<file path="src/rtl/timer_pkg.sv">
package timer_pkg;

  typedef enum logic [1:0] {
    STOP_NONE   = 2'd0,
    STOP_PIN    = 2'd1,
    STOP_MATCH  = 2'd2,
    STOP_EITHER = 2'd3
  } stop_src_e;

  localparam int unsigned CTRL_CAPT_BIT  = 0;
  localparam int unsigned CTRL_RDSEL_BIT = 1;

endpackage

</file>
<file path="src/rtl/tmr_edge_det.sv">
module tmr_edge_det #(
  parameter int unsigned SYNC_STAGES = 2
) (
  input  logic clk,
  input  logic rst_n,
  input  logic sig_i,
  input  logic fall_sel_i,
  output logic edge_o
);

  logic cur;
  logic prev_q;

  generate
    if (SYNC_STAGES == 0) begin : g_direct
      assign cur = sig_i;
    end else begin : g_sync
      logic [SYNC_STAGES-1:0] sync_q;
      logic [SYNC_STAGES-1:0] sync_d;

      always_comb begin
        sync_d[0] = sig_i;
        for (int i = 1; i < int'(SYNC_STAGES); i++) begin
          sync_d[i] = sync_q[i-1];
        end
      end

      always_ff @(posedge clk or negedge rst_n) begin
        if (!rst_n) begin
          sync_q <= '0;
        end else begin
          sync_q <= sync_d;
        end
      end

      assign cur = sync_q[SYNC_STAGES-1];
    end
  endgenerate

  always_ff @(posedge clk or negedge rst_n) begin
    if (!rst_n) begin
      prev_q <= 1'b0;
    end else begin
      prev_q <= cur;
    end
  end

  always_comb begin
    if (fall_sel_i) begin
      edge_o = prev_q & ~cur;
    end else begin
      edge_o = cur & ~prev_q;
    end
  end

endmodule

</file>
<file path="src/rtl/tmr_counter.sv">
module tmr_counter #(
  parameter int unsigned CNT_W = 16
) (
  input  logic             clk,
  input  logic             rst_n,
  input  logic             tick_i,
  input  logic [CNT_W-1:0] period_i,
  output logic [CNT_W-1:0] count_o,
  output logic             match_o,
  output logic             rst_evt_o
);

  logic [CNT_W-1:0] count_q;
  logic [CNT_W-1:0] count_d;
  logic             match_q;
  logic             match_d;
  logic             rst_evt;

  always_comb begin
    rst_evt = tick_i && (count_q == period_i);
    count_d = count_q;
    match_d = 1'b0;
    if (rst_evt) begin
      count_d = '0;
    end else if (tick_i) begin
      count_d = count_q + 1'b1;
      match_d = (count_d == period_i);
    end
  end

  always_ff @(posedge clk or negedge rst_n) begin
    if (!rst_n) begin
      count_q <= '0;
    end else if (tick_i) begin
      count_q <= count_d;
    end
  end

  always_ff @(posedge clk or negedge rst_n) begin
    if (!rst_n) begin
      match_q <= 1'b0;
    end else begin
      match_q <= match_d;
    end
  end

  assign count_o   = count_q;
  assign match_o   = match_q;
  assign rst_evt_o = rst_evt;

endmodule

</file>
<file path="src/rtl/tmr_period_buf.sv">
module tmr_period_buf #(
  parameter int unsigned     CNT_W      = 16,
  parameter logic [CNT_W-1:0] PERIOD_RST = '1
) (
  input  logic                  clk,
  input  logic                  rst_n,
  input  logic [CNT_W/8-1:0]    lane_we_i,
  input  logic [7:0]            wr_data_i,
  input  logic                  rst_evt_i,
  output logic [CNT_W-1:0]      period_o,
  output logic                  armed_o
);

  localparam int unsigned BYTES = CNT_W / 8;

  logic [BYTES-1:0][7:0] shadow_q;
  logic [BYTES-1:0][7:0] shadow_d;
  logic [CNT_W-1:0]      period_q;
  logic [CNT_W-1:0]      period_d;
  logic                  armed_q;
  logic                  armed_d;
  logic                  shadow_en;
  logic                  period_en;

  always_comb begin
    shadow_d = shadow_q;
    for (int l = 0; l < int'(BYTES); l++) begin
      if (lane_we_i[l]) begin
        shadow_d[l] = wr_data_i;
      end
    end
    shadow_en = |lane_we_i;
  end

  always_comb begin
    period_d  = period_q;
    armed_d   = armed_q;
    period_en = 1'b0;
    if (rst_evt_i && armed_q) begin
      period_d  = shadow_q;
      armed_d   = 1'b0;
      period_en = 1'b1;
    end
    if (lane_we_i[0]) begin
      armed_d = 1'b1;
    end
  end

  always_ff @(posedge clk or negedge rst_n) begin
    if (!rst_n) begin
      shadow_q <= PERIOD_RST;
    end else if (shadow_en) begin
      shadow_q <= shadow_d;
    end
  end

  always_ff @(posedge clk or negedge rst_n) begin
    if (!rst_n) begin
      period_q <= PERIOD_RST;
    end else if (period_en) begin
      period_q <= period_d;
    end
  end

  always_ff @(posedge clk or negedge rst_n) begin
    if (!rst_n) begin
      armed_q <= 1'b0;
    end else begin
      armed_q <= armed_d;
    end
  end

  assign period_o = period_q;
  assign armed_o  = armed_q;

endmodule

</file>
<file path="src/rtl/tmr_capture.sv">
module tmr_capture
  import timer_pkg::*;
#(
  parameter int unsigned CNT_W = 16
) (
  input  logic             clk,
  input  logic             rst_n,
  input  logic             cmd_i,
  input  logic             stop_pin_i,
  input  logic             match_i,
  input  logic             ext_edge_i,
  input  stop_src_e        stop_sel_i,
  input  logic [CNT_W-1:0] count_i,
  output logic [CNT_W-1:0] cap_o,
  output logic             cap_evt_o
);

  logic [CNT_W-1:0] cap_q;
  logic             pin_hit;
  logic             match_hit;
  logic             ext_hit;
  logic             cap_evt;

  always_comb begin
    pin_hit   = stop_pin_i && ((stop_sel_i == STOP_PIN) || (stop_sel_i == STOP_EITHER));
    match_hit = match_i && ((stop_sel_i == STOP_MATCH) || (stop_sel_i == STOP_EITHER));
    ext_hit   = ext_edge_i && (stop_sel_i == STOP_NONE);
    cap_evt   = cmd_i || pin_hit || match_hit || ext_hit;
  end

  always_ff @(posedge clk or negedge rst_n) begin
    if (!rst_n) begin
      cap_q <= '0;
    end else if (cap_evt) begin
      cap_q <= count_i;
    end
  end

  assign cap_o     = cap_q;
  assign cap_evt_o = cap_evt;

endmodule

</file>
<file path="src/rtl/buffered_period_timer.sv">
module buffered_period_timer
  import timer_pkg::*;
#(
  parameter int unsigned      CNT_W      = 16,
  parameter logic [CNT_W-1:0] PERIOD_RST = '1,
  parameter int unsigned      EXT_SYNC   = 2,
  localparam int unsigned     BYTES      = CNT_W / 8,
  localparam int unsigned     ADDR_W     = $clog2(BYTES + 1)
) (
  input  logic              clk,
  input  logic              rst_n,
  input  logic              tick_i,
  input  logic              tick_fall_i,
  input  logic              ext_i,
  input  logic              ext_fall_i,
  input  logic              stop_i,
  input  logic [1:0]        stop_sel_i,
  input  logic              wr_en_i,
  input  logic [ADDR_W-1:0] wr_addr_i,
  input  logic [7:0]        wr_data_i,
  output logic [CNT_W-1:0]  rd_data_o,
  output logic              match_o
);

  localparam logic [ADDR_W-1:0] CTRL_ADDR = ADDR_W'(BYTES);

  stop_src_e        stop_sel;
  logic             tick_evt;
  logic             ext_evt;
  logic [CNT_W-1:0] count;
  logic [CNT_W-1:0] period_act;
  logic             armed;
  logic             rst_evt;
  logic [CNT_W-1:0] cap_val;
  logic             cap_evt;
  logic [BYTES-1:0] lane_we;
  logic             ctrl_we;
  logic             capt_cmd;
  logic             rdsel_q;
  logic             rdsel_d;

  assign stop_sel = stop_src_e'(stop_sel_i);

  genvar gl;
  generate
    for (gl = 0; gl < BYTES; gl++) begin : g_lane
      assign lane_we[gl] = wr_en_i && (wr_addr_i == ADDR_W'(gl));
    end
  endgenerate

  assign ctrl_we  = wr_en_i && (wr_addr_i == CTRL_ADDR);
  assign capt_cmd = ctrl_we && wr_data_i[CTRL_CAPT_BIT];

  always_comb begin
    rdsel_d = rdsel_q;
    if (ctrl_we) begin
      rdsel_d = wr_data_i[CTRL_RDSEL_BIT];
    end
  end

  always_ff @(posedge clk or negedge rst_n) begin
    if (!rst_n) begin
      rdsel_q <= 1'b0;
    end else if (ctrl_we) begin
      rdsel_q <= rdsel_d;
    end
  end

  tmr_edge_det #(.SYNC_STAGES(0)) u_tick_edge (
    .clk       (clk),
    .rst_n     (rst_n),
    .sig_i     (tick_i),
    .fall_sel_i(tick_fall_i),
    .edge_o    (tick_evt)
  );

  tmr_edge_det #(.SYNC_STAGES(EXT_SYNC)) u_ext_edge (
    .clk       (clk),
    .rst_n     (rst_n),
    .sig_i     (ext_i),
    .fall_sel_i(ext_fall_i),
    .edge_o    (ext_evt)
  );

  tmr_counter #(.CNT_W(CNT_W)) u_counter (
    .clk      (clk),
    .rst_n    (rst_n),
    .tick_i   (tick_evt),
    .period_i (period_act),
    .count_o  (count),
    .match_o  (match_o),
    .rst_evt_o(rst_evt)
  );

  tmr_period_buf #(.CNT_W(CNT_W), .PERIOD_RST(PERIOD_RST)) u_period (
    .clk      (clk),
    .rst_n    (rst_n),
    .lane_we_i(lane_we),
    .wr_data_i(wr_data_i),
    .rst_evt_i(rst_evt),
    .period_o (period_act),
    .armed_o  (armed)
  );

  tmr_capture #(.CNT_W(CNT_W)) u_capture (
    .clk       (clk),
    .rst_n     (rst_n),
    .cmd_i     (capt_cmd),
    .stop_pin_i(stop_i),
    .match_i   (match_o),
    .ext_edge_i(ext_evt),
    .stop_sel_i(stop_sel),
    .count_i   (count),
    .cap_o     (cap_val),
    .cap_evt_o (cap_evt)
  );

  assign rd_data_o = rdsel_q ? count : cap_val;

endmodule

</file>
<file path="config.mk">
export PLATFORM = sky130hd
export DESIGN_NAME = buffered_period_timer
export DESIGN_NICKNAME = d
export VERILOG_FILES = /design/src/rtl/timer_pkg.sv /design/src/rtl/tmr_edge_det.sv /design/src/rtl/tmr_counter.sv /design/src/rtl/tmr_period_buf.sv /design/src/rtl/tmr_capture.sv /design/src/rtl/buffered_period_timer.sv
export SDC_FILE = /design/constraint.sdc
export NUM_CORES = 1
export LEC_CHECK = 0
export BUFFER_PORTS_ARGS = -buffer_cell sky130_fd_sc_hd__buf_4
export CAP_MARGIN = 20
export CORE_MARGIN = 2
export CORE_UTILIZATION = 40
export CTS_CLUSTER_SIZE = 40
export DETAILED_ROUTE_END_ITERATION = 7
export RECOVER_POWER = 50
export SETUP_SLACK_MARGIN = 0.5
export SLEW_MARGIN = 20
export SYNTH_ARGS = -nofsm -noshare
export SYNTH_HDL_FRONTEND = slang
export SYNTH_SLANG_ARGS = --single-unit
</file>
<file path="constraint.sdc">
create_clock -name clk -period 5.4 [get_ports clk]
set_clock_uncertainty 0.1 [all_clocks]
set_input_delay 1.08 -clock clk [delete_from_list [all_inputs] [get_ports clk]]
set_output_delay 1.08 -clock clk [all_outputs]
set_load 0.02 [all_outputs]
</file>
After elaboration in Yosys (flattened, before gate mapping) --
Cells that the tools add are included.
Storage, ports and cells: bits in registers 71, bits of input ports 20, output and inout bits 17
Cells by class: $add $sub $neg 1, eq/ne operators 7, mux-type cells 9, bitwise logic cells 8, reduce and logical (&&, ||, !) cells 21
Operators by type and width (number):
- 16-bit equality test | 2
- 16-bit two-way mux | 2
- 16-bit by 1-bit adder with 16-bit output (second input constant) | 1
- 1-bit logical AND | 9
- 1-bit two-way mux | 7
- 2-bit equality test (second input constant) | 3
- 2-bit AND reduction | 3
- 1-bit logical OR | 5
- 1-bit bitwise AND | 4
- 2-bit by 1-bit equality test with 1-bit output (second input constant) | 2
- 2-bit logical NOT | 2
- 1-bit NOT | 4
- 2-bit nonzero test | 1
- 2-bit OR reduction | 1

Depth between registers and ports, before layout --
Gate-level depths: netlist of the first run.
depth in word-level cells 7, mapped depth 9, depth with buffers taken out 7

By module --
A second synthesis of the first run with hierarchy kept.
Unflattened totals: cell total of the unflattened synthesis 323, area, all modules 3921.3 um^2
Modules (own cells, without submodules):
- tmr_counter | times used 1, cells each 180, area each 1492.7 um^2, sequential area each 425.4 um^2
- tmr_period_buf | times used 1, cells each 71, area each 1316.3 um^2, sequential area each 865.8 um^2
- tmr_capture | times used 1, cells each 36, area each 655.6 um^2, sequential area each 400.4 um^2
- buffered_period_timer | times used 1, cells each 26, area each 311.5 um^2, sequential area each 25.0 um^2
- tmr_edge_det (u_ext_edge) | times used 1, cells each 6, area each 97.6 um^2, sequential area each 75.1 um^2
- tmr_edge_det (u_tick_edge) | times used 1, cells each 4, area each 47.5 um^2, sequential area each 25.0 um^2

Worst setup path before layout of the first run --
OpenSTA, ideal clock, no wires.
path type reg2out, from register rdsel_q, to output port rd_data_o[10], arrival time 1.352 ns, data required time 4.220 ns, slack 2.868 ns, stages on the path, launching flop included 4, path buffers 2, path through dfrtp_1 -> clkbuf_1 -> clkbuf_1 -> mux2_2
Between the ends: word-level cells in the longest chain between the ends 1
Ends and longest elaborated chain:
- start, declared | line buffered_period_timer.sv:39 | logic rdsel_q;
- start signal, assigned | line buffered_period_timer.sv:65 | rdsel_q <= rdsel_d;
- 16-bit two-way mux | line buffered_period_timer.sv:118 | assign rd_data_o = rdsel_q ? count : cap_val;
- end, declared | line buffered_period_timer.sv:21 | output logic [CNT_W-1:0] rd_data_o,
Every way passes these cells.

Worst setup path in the final report of the first run --
from register u_counter.count_q[10], in the netlist u_counter.count_o[10], to register u_period.period_q[6], in the netlist u_period.period_o[6]
Between the ends: word-level cells in the longest chain between the ends 5
Ends and longest elaborated chain:
- start, declared | line tmr_counter.sv:13 | logic [CNT_W-1:0] count_q;
- start signal, assigned | line tmr_counter.sv:35 | count_q <= count_d;
- 16-bit equality test * | line tmr_counter.sv:20 | rst_evt = tick_i && (count_q == period_i);
- 1-bit logical AND * | line tmr_counter.sv:20
- 1-bit logical AND * | line tmr_period_buf.sv:39 | if (rst_evt_i && armed_q) begin
- 1-bit two-way mux | line tmr_period_buf.sv:39
- 2-bit AND reduction (no source line) *
- end signal, assigned | line tmr_period_buf.sv:61 | period_q <= period_d;
- end, declared | line tmr_period_buf.sv:18 | logic [CNT_W-1:0] period_q;
Mark *: on every way between the ends. The rest lies on a longest branch, timed or not. A chain may end at the register's enable or synchronous reset.

==> flow_metrics.tcl, run 1 <==
set metrics [dict create \
    status "finished clean" \
    synth_area_leader_cell "dfrtp_1" \
    track_usage_pct 17.23 \
    worstMarginPinSlew_ps 993.9 \
    yosys_register_bits 71 \
    core_area_um2 9109 \
    fp.dieArea_um2 10010 \
    ctsHoldBuffers 0 \
    post-route-min-period_ps 3110 \
    worst_setup_path_end_kind "flip-flop" \
    fmax_mhz 321.5 \
    vias_per_cell 5.427 \
    postPlaceCellArea_um2 4004 \
    vias 2529 \
    drive_above_1_share_pct 40.56 \
    synth_cell_type_count 47 \
    fin_area_um2 4180 \
    antenna_found_initial 0 \
    drt_first_iter_violations 96 \
    fillers 873 \
    yosys-top-cells-area "dfrtp_1, dfstp_2, mux2_2, xnor2_1, o21ai_0" \
    port-buffer-count 36 \
    async_flop_share_pct 100.0 \
    clock-sinks 71 \
    yosysWarnings 0 \
    ios 37 \
    startpoint_type "flip-flop" \
    chipHeight_um 100.0 \
    gp_congestion 0.8518 \
    dieWidth_um 100.0 \
    final_nets 372 \
    period_share_pct 57.60 \
    syn-num-nets 344 \
    wl_per_cell_um 16.70 \
    grt_pass1_vias 2543 \
    cts_made_buffers 9 \
    fin_tns_setup_ps 0 \
    grt_pass1_wl_um 13200 \
    rsz0062_at_grt "false" \
    drv_cap 0 \
    syn_area_per_cell_um2 11.42 \
    grt.overflow.total 0 \
    synth.top_cell.area_share_pct 26.45 \
    ir_drop_uv 179.5 \
    drtPass1Iterations 4 \
    worst-setup-path-type "reg -> reg" \
    grt_max_degree 72 \
    postCtsSetupBuffers 0 \
    cts-root-buf "clkbuf_8" \
    path_max_fanout 19 \
    clock_path_buffers 2 \
    drcViolationCount 0 \
    areaGrowthSynthToFinish_pct 13.29 \
    synthFlopType "dfrtp_1" \
    finalWirelength_um 7783 \
    dp_hpwl_um 5447 \
    num_rows 35 \
    required_ps 5570 \
    cp.arrival_ps 3280 \
    initial_core_util_pct 40.51 \
    setup_viol 0 \
    syn_inst 323 \
    slew_violations 0 \
    synth_area_um2 3690 \
    slew_headroom_pct 33.74 \
    htreeDepth 3 \
    cts_tree "done" \
    p_per_area_nw_per_um2 346.9 \
    hold_class "reg -> reg" \
    ant_nets 0 \
    synth_edf_count 0 \
    insertedDiodeCount 0 \
    hold_violations 0 \
    insertion_delay_ps 350 \
    cts_resized 0 \
    cts.clk_slew.worst_paths_ps 80 \
    p_leak_nw 1.685 \
    yosysSeqAreaShare_pct 49.24 \
]
flip-flops by register name, indices dropped and copies added, names as in the netlist:
| signal | flops |
|---|---|
| u_counter.count_o | 16 |
| u_tick_edge.prev_q | 1 |
| u_counter.match_o | 1 |
| u_capture.cap_o | 16 |
| u_ext_edge.prev_q | 1 |
| u_ext_edge.g_sync.sync_q | 2 |
| u_period.armed_o | 1 |
| u_period.period_o | 16 |
| rdsel_q | 1 |
| u_period.shadow_q | 16 |
path summary, 6_finish.rpt:
kind	slack, ps	cells past startpoint	endpoint	startpoint
hold reg to reg	250	0	u_ext_edge.g_sync.sync_q[1]	u_ext_edge.g_sync.sync_q[0]
max in group asynchronous	3870	1	u_counter.count_o[4]	rst_n
hold / removal	250	0	u_ext_edge.g_sync.sync_q[1]	u_ext_edge.g_sync.sync_q[0]
setup reg to reg	2290	6	u_period.period_o[6]	u_counter.count_o[10]
min in group asynchronous	750	1	u_period.armed_o	rst_n
setup / recovery	2290	6	u_period.period_o[6]	u_counter.count_o[10]
layout by cell type (no fill, tap or decap), drive strengths merged, types with 4 or more instances in the layout:
cell type	Yosys	layout
mux2	58	58
dfstp	32	32
nand3	6	6
nand4	8	8
inv	7	7
nor2	9	9
buf	6	35
o31ai	9	9
nor3	5	5
a21oi	6	6
o21ai	26	26
nand2	25	25
clkbuf	16	14
xnor2	19	19
xor2	7	7
and3	4	4
dfrtp	39	39
area by class of cell:
cell class	instances	area, µm²	area share (%)
clock buffers	10	127.6	3.053
multi-input cells	223	1729	41.36
well taps	111	138.9	3.322
flip-flops and latches	71	1817	43.46
repair buffers	39	281.5	6.735
clock inverters	5	60.06	1.437
inverters	7	26.28	0.6286
cells in the mapped netlist, types with 2 or more instances:
cell	instances
buf_6	2
a21oi_1	6
o21a_1	2
and2_1	3
and3_1	4
o21ai_0	26
nand3_1	6
inv_1	7
nor2_1	9
a211oi_1	3
mux2_4	6
mux2_2	52
nor3b_1	3
nand4_1	8
xnor2_1	19
dfstp_2	32
nand2_1	25
buf_2	3
o31ai_1	9
clkbuf_1	16
and4_1	3
xor2_1	7
dfrtp_1	39
nand3b_1	3
and2b_1	3
or3_1	2
nor3_1	5
layer usage:
metal | up-vias | wire length [µm] | part of all wire (%) | GRT usage (%)
met5 | - | 0 | 0 | 0
met4 | 0 | 110 | 1.4 | 7.165
met3 | 9 | 275 | 3.5 | 3.830
met2 | 47 | 3699 | 48 | 26.61
met1 | 1257 | 3698 | 48 | 23.55
li1 | 1216 | - | - | -
through the flow:
stage	power [mW]	worst slack [ps]	utilization [%]	cells	hold slack [ps]
finish	1.450	2290	45.89	466	254.0
CTS	1.473	2274	46.02	466	258.0
global placement	1.051	2347	43.96	451	235.0
global route	1.537	2101	45.89	466	284.6
floorplan	0.9309	2868	-	323	231.2
detailed placement	1.058	2288	43.96	451	239.7
critical path, cell delays in order, from the launching register on:
cell	delay, ps
dfrtp_1	500
xor2_1	230
or4b_4	570
nor4_4	260
buf_4	250
and3_1	720
mux2_2	410
power breakdown:
group	leakage (nW)	internal, mW	switching, mW
clock	0.0923	0.212	0.197
sequential	0.815	0.621	0.0971
combinational	0.778	0.170	0.154
total	1.68	1.00	0.448
kinds of logic after synthesis:
| group | after synthesis | share of synthesized area, % |
|---|---|---|
| buffers and inverters | 29 | 3.900 |
| adder cells (fa/ha/maj) | 1 | 0.3390 |
| flip-flops | 71 | 49.24 |
| AO/OA/AOI/OAI | 56 | 9.495 |
| XOR/XNOR | 26 | 6.172 |
| multiplexers | 59 | 18.58 |
| AND/OR/NAND/NOR | 81 | 12.28 |
Note: power is estimated with default switching activity, not from simulation.
==> inputs of run 2 (changes only) <==
- clock period: 5.4 -> 3.1 ns (I/O delays scaled with it)
==> run 2 against run 1 <==
The run now ends with max-capacitance violations, max-slew violations left. Largest cell class unchanged. Non-clock buffer count is 9 higher. Critical path depth stayed put. Combinational power increased by 87%. Worst setup slack got worse by 1700 ps. Worst hold slack got worse by 1.2 ps. Global-route usage about the same. Routed wire length grew 2.5%. Clock-buffer cell count unchanged. Final cell count up 2.1%. Largest power group unchanged. Critical path type unchanged.
==> flow_metrics.tcl, run 2 (synthesis results as in run 1) <==
set metrics [dict create \
    cp-startpoint "u_period.period_o[4]" \
    areaGrowthSynthToFinish_pct 15.19 \
    chipHeight_um 100.0 \
    reg2reg_from "u_period.period_o[4]" \
    slew_violations 72 \
    required_ps 3270 \
    dp_slack_ps 522.3 \
    gp_congestion 0.8445 \
    worst_hold_startpoint "u_ext_edge.g_sync.sync_q[0]" \
    drive_above_1_share_pct 43.01 \
    final_cell_mix "mux2_2, buf_4, dfrtp_1" \
    postPlaceCellArea_um2 4071 \
    worstMarginPinSlew_ps 1722 \
    dieWidth_um 100.0 \
    track_usage_pct 17.19 \
    drcViolationCount 0 \
    wl_per_cell_um 16.76 \
    period_share_pct 79.91 \
    worst_setup_path_end_kind "flip-flop" \
    fin_cells 476 \
    grt_pass1_vias 2507 \
    htreeDepth 3 \
    ir_drop_uv 269.3 \
    fin_tns_setup_ps 0 \
    path_max_fanout 18 \
    finalWirelength_um 7979 \
    antenna_found_initial 0 \
    hold_class "reg -> reg" \
    layout_commonest_cell "mux2_2" \
    core_area_um2 9109 \
    fillers 878 \
    slew_headroom_pct -14.79 \
    cts_tree "done" \
    vias 2558 \
    dpl.cell_count 460 \
    insertion_delay_ps 350 \
    drt_first_iter_violations 108 \
    multiInputGateArea_um2 1732 \
    final_nets 381 \
    insertedDiodeCount 0 \
    cp.arrival_ps 2650 \
    drv_cap 1 \
    port-buffer-count 36 \
    worst-setup-path-type "reg -> reg" \
    ctsHoldBuffers 0 \
    grt_max_degree 72 \
    setup_viol 0 \
    cts_resized 0 \
    p_per_area_nw_per_um2 600.4 \
    postCtsSetupBuffers 0 \
    fmax_mhz 403.7 \
    drtPass1Iterations 4 \
    layout_setup_ws_ps 622.8 \
    startpoint_type "flip-flop" \
    fin_area_um2 4250 \
    post-route-min-period_ps 2477 \
    num_rows 35 \
    p_leak_nw 1.731 \
    cts-root-buf "clkbuf_8" \
    hold_violations 0 \
    ant_nets 0 \
    dp_hpwl_um 5625 \
    clock_path_buffers 2 \
    violations "max-capacitance violations, max-slew violations" \
    vias_per_cell 5.374 \
    cts_made_buffers 9 \
    fp.dieArea_um2 10010 \
    cts.clk_slew.worst_paths_ps 80 \
    clock-sinks 71 \
    grt.overflow.total 0 \
    grt_pass1_wl_um 13250 \
    initial_core_util_pct 40.51 \
    seq_area_um2 1819 \
    total_power_mw 2.552 \
    rsz0062_at_grt "false" \
    ios 37 \
    status "finished, violations left" \
]
-- run 2: worst paths after layout --
| check | to | slack [ps] | depth (start not counted) |
|---|---|---|---|
| worst max-delay path | u_period.period_o[0] | 620 | 6 |
| worst min-delay path | u_ext_edge.g_sync.sync_q[1] | 250 | 0 |
| worst max register to register | u_period.period_o[0] | 620 | 6 |
| worst min register to register | u_ext_edge.g_sync.sync_q[1] | 250 | 0 |
| max in group asynchronous | u_counter.count_o[0] | 1150 | 1 |
| min in group asynchronous | rdsel_q | 640 | 1 |
-- run 2: critical path, stage by stage, from the launching register on --
cell,delay [ps]
dfstp_2,540
xnor2_1,160
or4b_4,510
nor4_4,270
and3_1,190
buf_4,260
mux2_2,370
-- run 2: final cells by class --
class                   count  area share [%]
flip-flops and latches     71           42.80
well taps                 111           3.268
clock buffers              10           3.003
clock inverters             6           1.413
multi-input cells         223           40.74
inverters                   7          0.6182
repair buffers             48           8.154
-- run 2: metrics by stage --
| stage | util [%] | hold WS [ps] |
|---|---|---|
| floorplan | - | 224.4 |
| global placement | 44.70 | 234.0 |
| detailed placement | 44.70 | 237.3 |
| CTS | 46.76 | 255.8 |
| global route | 46.66 | 273.2 |
| finish | 46.66 | 252.7 |
-- run 2: power breakdown --
part,switching (mW),internal (mW)
clock network,0.350,0.369
logic,0.299,0.306
registers,0.142,1.08
-- run 2: metal layers --
layer  track usage (%)  routed length (µm)
met5                 0                   0
met2             25.73                3601
met3             3.830                 319
met4             6.112                 175
met1             24.65                3882
==> inputs of run 3 (changes only) <==
- ABC_AREA: not set -> 1
- clock period: 3.1 -> 2.35 ns (I/O delays scaled with it)
==> run 3 against run 2 <==
The flow now finishes without violations. Maximum frequency rose by 31%. Largest power group unchanged. Die area rose by 4.1%. Critical endpoint is now u_period.period_o[15]. Area after synthesis rose by 4.2%. Routed wire length rose by 19%. Global-route usage rose by 2.3 points.
==> flow_metrics.tcl, run 3 <==
set metrics [dict create \
    status "finished clean" \
    antenna_found_initial 0 \
    highest_layer "met4" \
    hold_ws_ps 142.3 \
    rsz0062_at_grt "true" \
    grt_pass1_wl_um 15700 \
    initial_core_util_pct 41.43 \
    port-buffer-count 36 \
    num_rows 35 \
    finalWirelength_um 9510 \
    yosysWarnings 0 \
    startpoint_type "flip-flop" \
    htreeDepth 3 \
    vias_per_cell 4.782 \
    ir_drop_uv 502.3 \
    ys_top_cells_by_count "nand2_1, inv_1, o21ai_0, dfrtp_1, nor2_1" \
    period_share_pct 80.65 \
    dieWidth_um 102.1 \
    worstMarginPinSlew_ps 1383 \
    syn_area_per_cell_um2 7.542 \
    p_switching_mw 1.277 \
    yosys_register_bits 71 \
    path_max_fanout 8 \
    wl_met3_um 434 \
    power_frac_comb_pct 28.3 \
    worst_hold_startpoint "ext_i" \
    wl_met2_um 4496 \
    hold_class "in -> reg" \
    wl_per_cell_um 13.62 \
    synth_edf_count 0 \
    areaGrowthSynthToFinish_pct 24.79 \
    fillers 936 \
    vias 3338 \
    slew_headroom_pct 7.813 \
    p_per_area_nw_per_um2 753.3 \
    dp_hpwl_um 6717 \
    p_leak_nw 2.265 \
    required_ps 2550 \
    track_usage_pct 19.50 \
    switching_share_pct 35.31 \
    reg2reg_from "u_period.period_o[3]" \
    insertedDiodeCount 0 \
    layout_commonest_cell "nand2_1" \
    final_cell_mix "nand2_1, inv_1, buf_4" \
    cp-startpoint "u_period.period_o[3]" \
    core_area_um2 9284 \
    syn-num-nets 531 \
    postPlaceCellArea_um2 4274 \
    insertion_delay_ps 360 \
    cts.clk_slew.worst_paths_ps 80 \
    clock_path_buffers 2 \
    wl_met1_um 4445 \
    worst-setup-path-type "reg -> reg" \
    layout_setup_ws_ps 454.8 \
    synth_area_um2 3846 \
    drtPass1Iterations 4 \
    drive_above_1_share_pct 31.81 \
    grt.overflow.total 0 \
    cp.arrival_ps 2100 \
    drcViolationCount 0 \
    post-route-min-period_ps 1895 \
    yosysSeqAreaShare_pct 47.23 \
    synthMostInstantiatedCell "nand2_1" \
    cts-root-buf "clkbuf_8" \
    chipHeight_um 102.1 \
    drt_first_iter_violations 142 \
    final_nets 585 \
    drv_cap 0 \
    cts_made_buffers 9 \
    power_frac_clock_pct 27.4 \
    ant_nets 0 \
    hold_violations 0 \
    slew_violations 0 \
    fmax_mhz 527.6 \
    pwr-share-seq_pct 44.3 \
    setup_viol 0 \
    cts_tree "done" \
    worst_setup_path_end_kind "flip-flop" \
    synth_area_leader_cell "dfrtp_1" \
    clock-sinks 71 \
    fp.dieArea_um2 10420 \
    ios 37 \
    async_flop_share_pct 100.0 \
    yosys-top-cells-area "dfrtp_1, dfstp_2, nand2_1, o21ai_0, inv_1" \
    internal_power_mw 2.339 \
    dp_slack_ps 297.7 \
    grt_pass1_vias 3182 \
    grt_max_degree 55 \
    gp_congestion 0.8833 \
    syn_inst 510 \
    fin_area_um2 4800 \
    synthFlopType "dfrtp_1" \
    ctsHoldBuffers 0 \
    fin_tns_setup_ps 0 \
    synth_cell_type_count 31 \
    synth.top_cell.area_share_pct 25.37 \
]
## run 3: cell types whose count changed in the layout (fill, tap and decap cells not counted), sizes merged, moves of 7 or more
cell | previous run | this run
buf | 43 | 53
xor2 | 7 | 14
mux2 | 58 | 0
xnor2 | 19 | 6
o31ai | 9 | 0
nand2 | 25 | 183
o21ai | 26 | 57
inv | 8 | 66
nand3 | 6 | 27
nor2 | 9 | 44
## run 3: cell type report
type / count / area, µm² / area share [%]
Tap cell: 129 / 161.4 / 3.363
Multi-Input combinational cell: 356 / 1867 / 38.89
Clock inverter: 7 / 71.32 / 1.486
Inverter: 65 / 247.7 / 5.162
Timing Repair Buffer: 61 / 503.0 / 10.48
Sequential cell: 71 / 1826 / 38.03
Clock buffer: 9 / 123.9 / 2.581
## run 3: power groups by stage
stage	registers, mW	clock network, mW	logic, mW
2_1_floorplan	1.52	0	0.674
3_3_place_gp	1.60	0	0.918
3_5_place_dp	1.60	0	0.927
5_1_grt	1.63	1.07	1.15
6_report	1.60	0.989	1.02
4_1_cts	1.59	1.01	0.972
## run 3: what timing repair did
item | CTS | global route
gates resized for setup | 31 | 52
buffers inserted | 5 | 7
cloned | 1 | 1
setup endpoints to repair | 47 | 47
pin swaps | 7 | 35
## run 3: cells by family after synthesis
| family | after synthesis | share of synthesized area [%] |
|---|---|---|
| compound gates | 61 | 8.133 |
| buf+inv | 84 | 8.945 |
| simple gates | 273 | 30.81 |
| flops | 71 | 47.24 |
| fa+ha+maj | 1 | 0.3253 |
| xor+xnor | 20 | 4.554 |
## run 3: critical path: stages, from the launching register on
cell,delay [ps]
dfstp_2,570
nand2_1,70
nand2_1,110
nand4_2,190
nor2_4,170
nand3b_4,190
nor2_4,280
nand2_1,90
nand2_1,60
## run 3: metal layers
metal | track usage [%] | vias up
met5 | 0 | -
met4 | 5.744 | 0
met3 | 4.036 | 14
met2 | 31.58 | 77
met1 | 26.49 | 1549
li1 | - | 1698
## run 3: metrics by stage
step	total power, mW	instances	util, %
3_3_place_gp	2.513	668	46.04
5_1_grt	3.851	698	51.70
2_1_floorplan	2.194	510	-
6_report	3.615	698	51.70
3_5_place_dp	2.526	668	46.04
4_1_cts	3.568	690	49.50
## run 3: worst paths after layout
| path | slack (ps) | endpoint | depth (start not counted) |
|---|---|---|---|
| worst max-delay path | 450 | u_period.period_o[15] | 8 |
| worst min-delay path | 140 | u_ext_edge.g_sync.sync_q[0] | 1 |
| worst max register to register | 450 | u_period.period_o[15] | 8 |
| worst min register to register | 260 | u_ext_edge.g_sync.sync_q[1] | 0 |
| max in group asynchronous | 690 | u_period.period_o[13] | 2 |
| min in group asynchronous | 320 | u_capture.cap_o[2] | 1 |
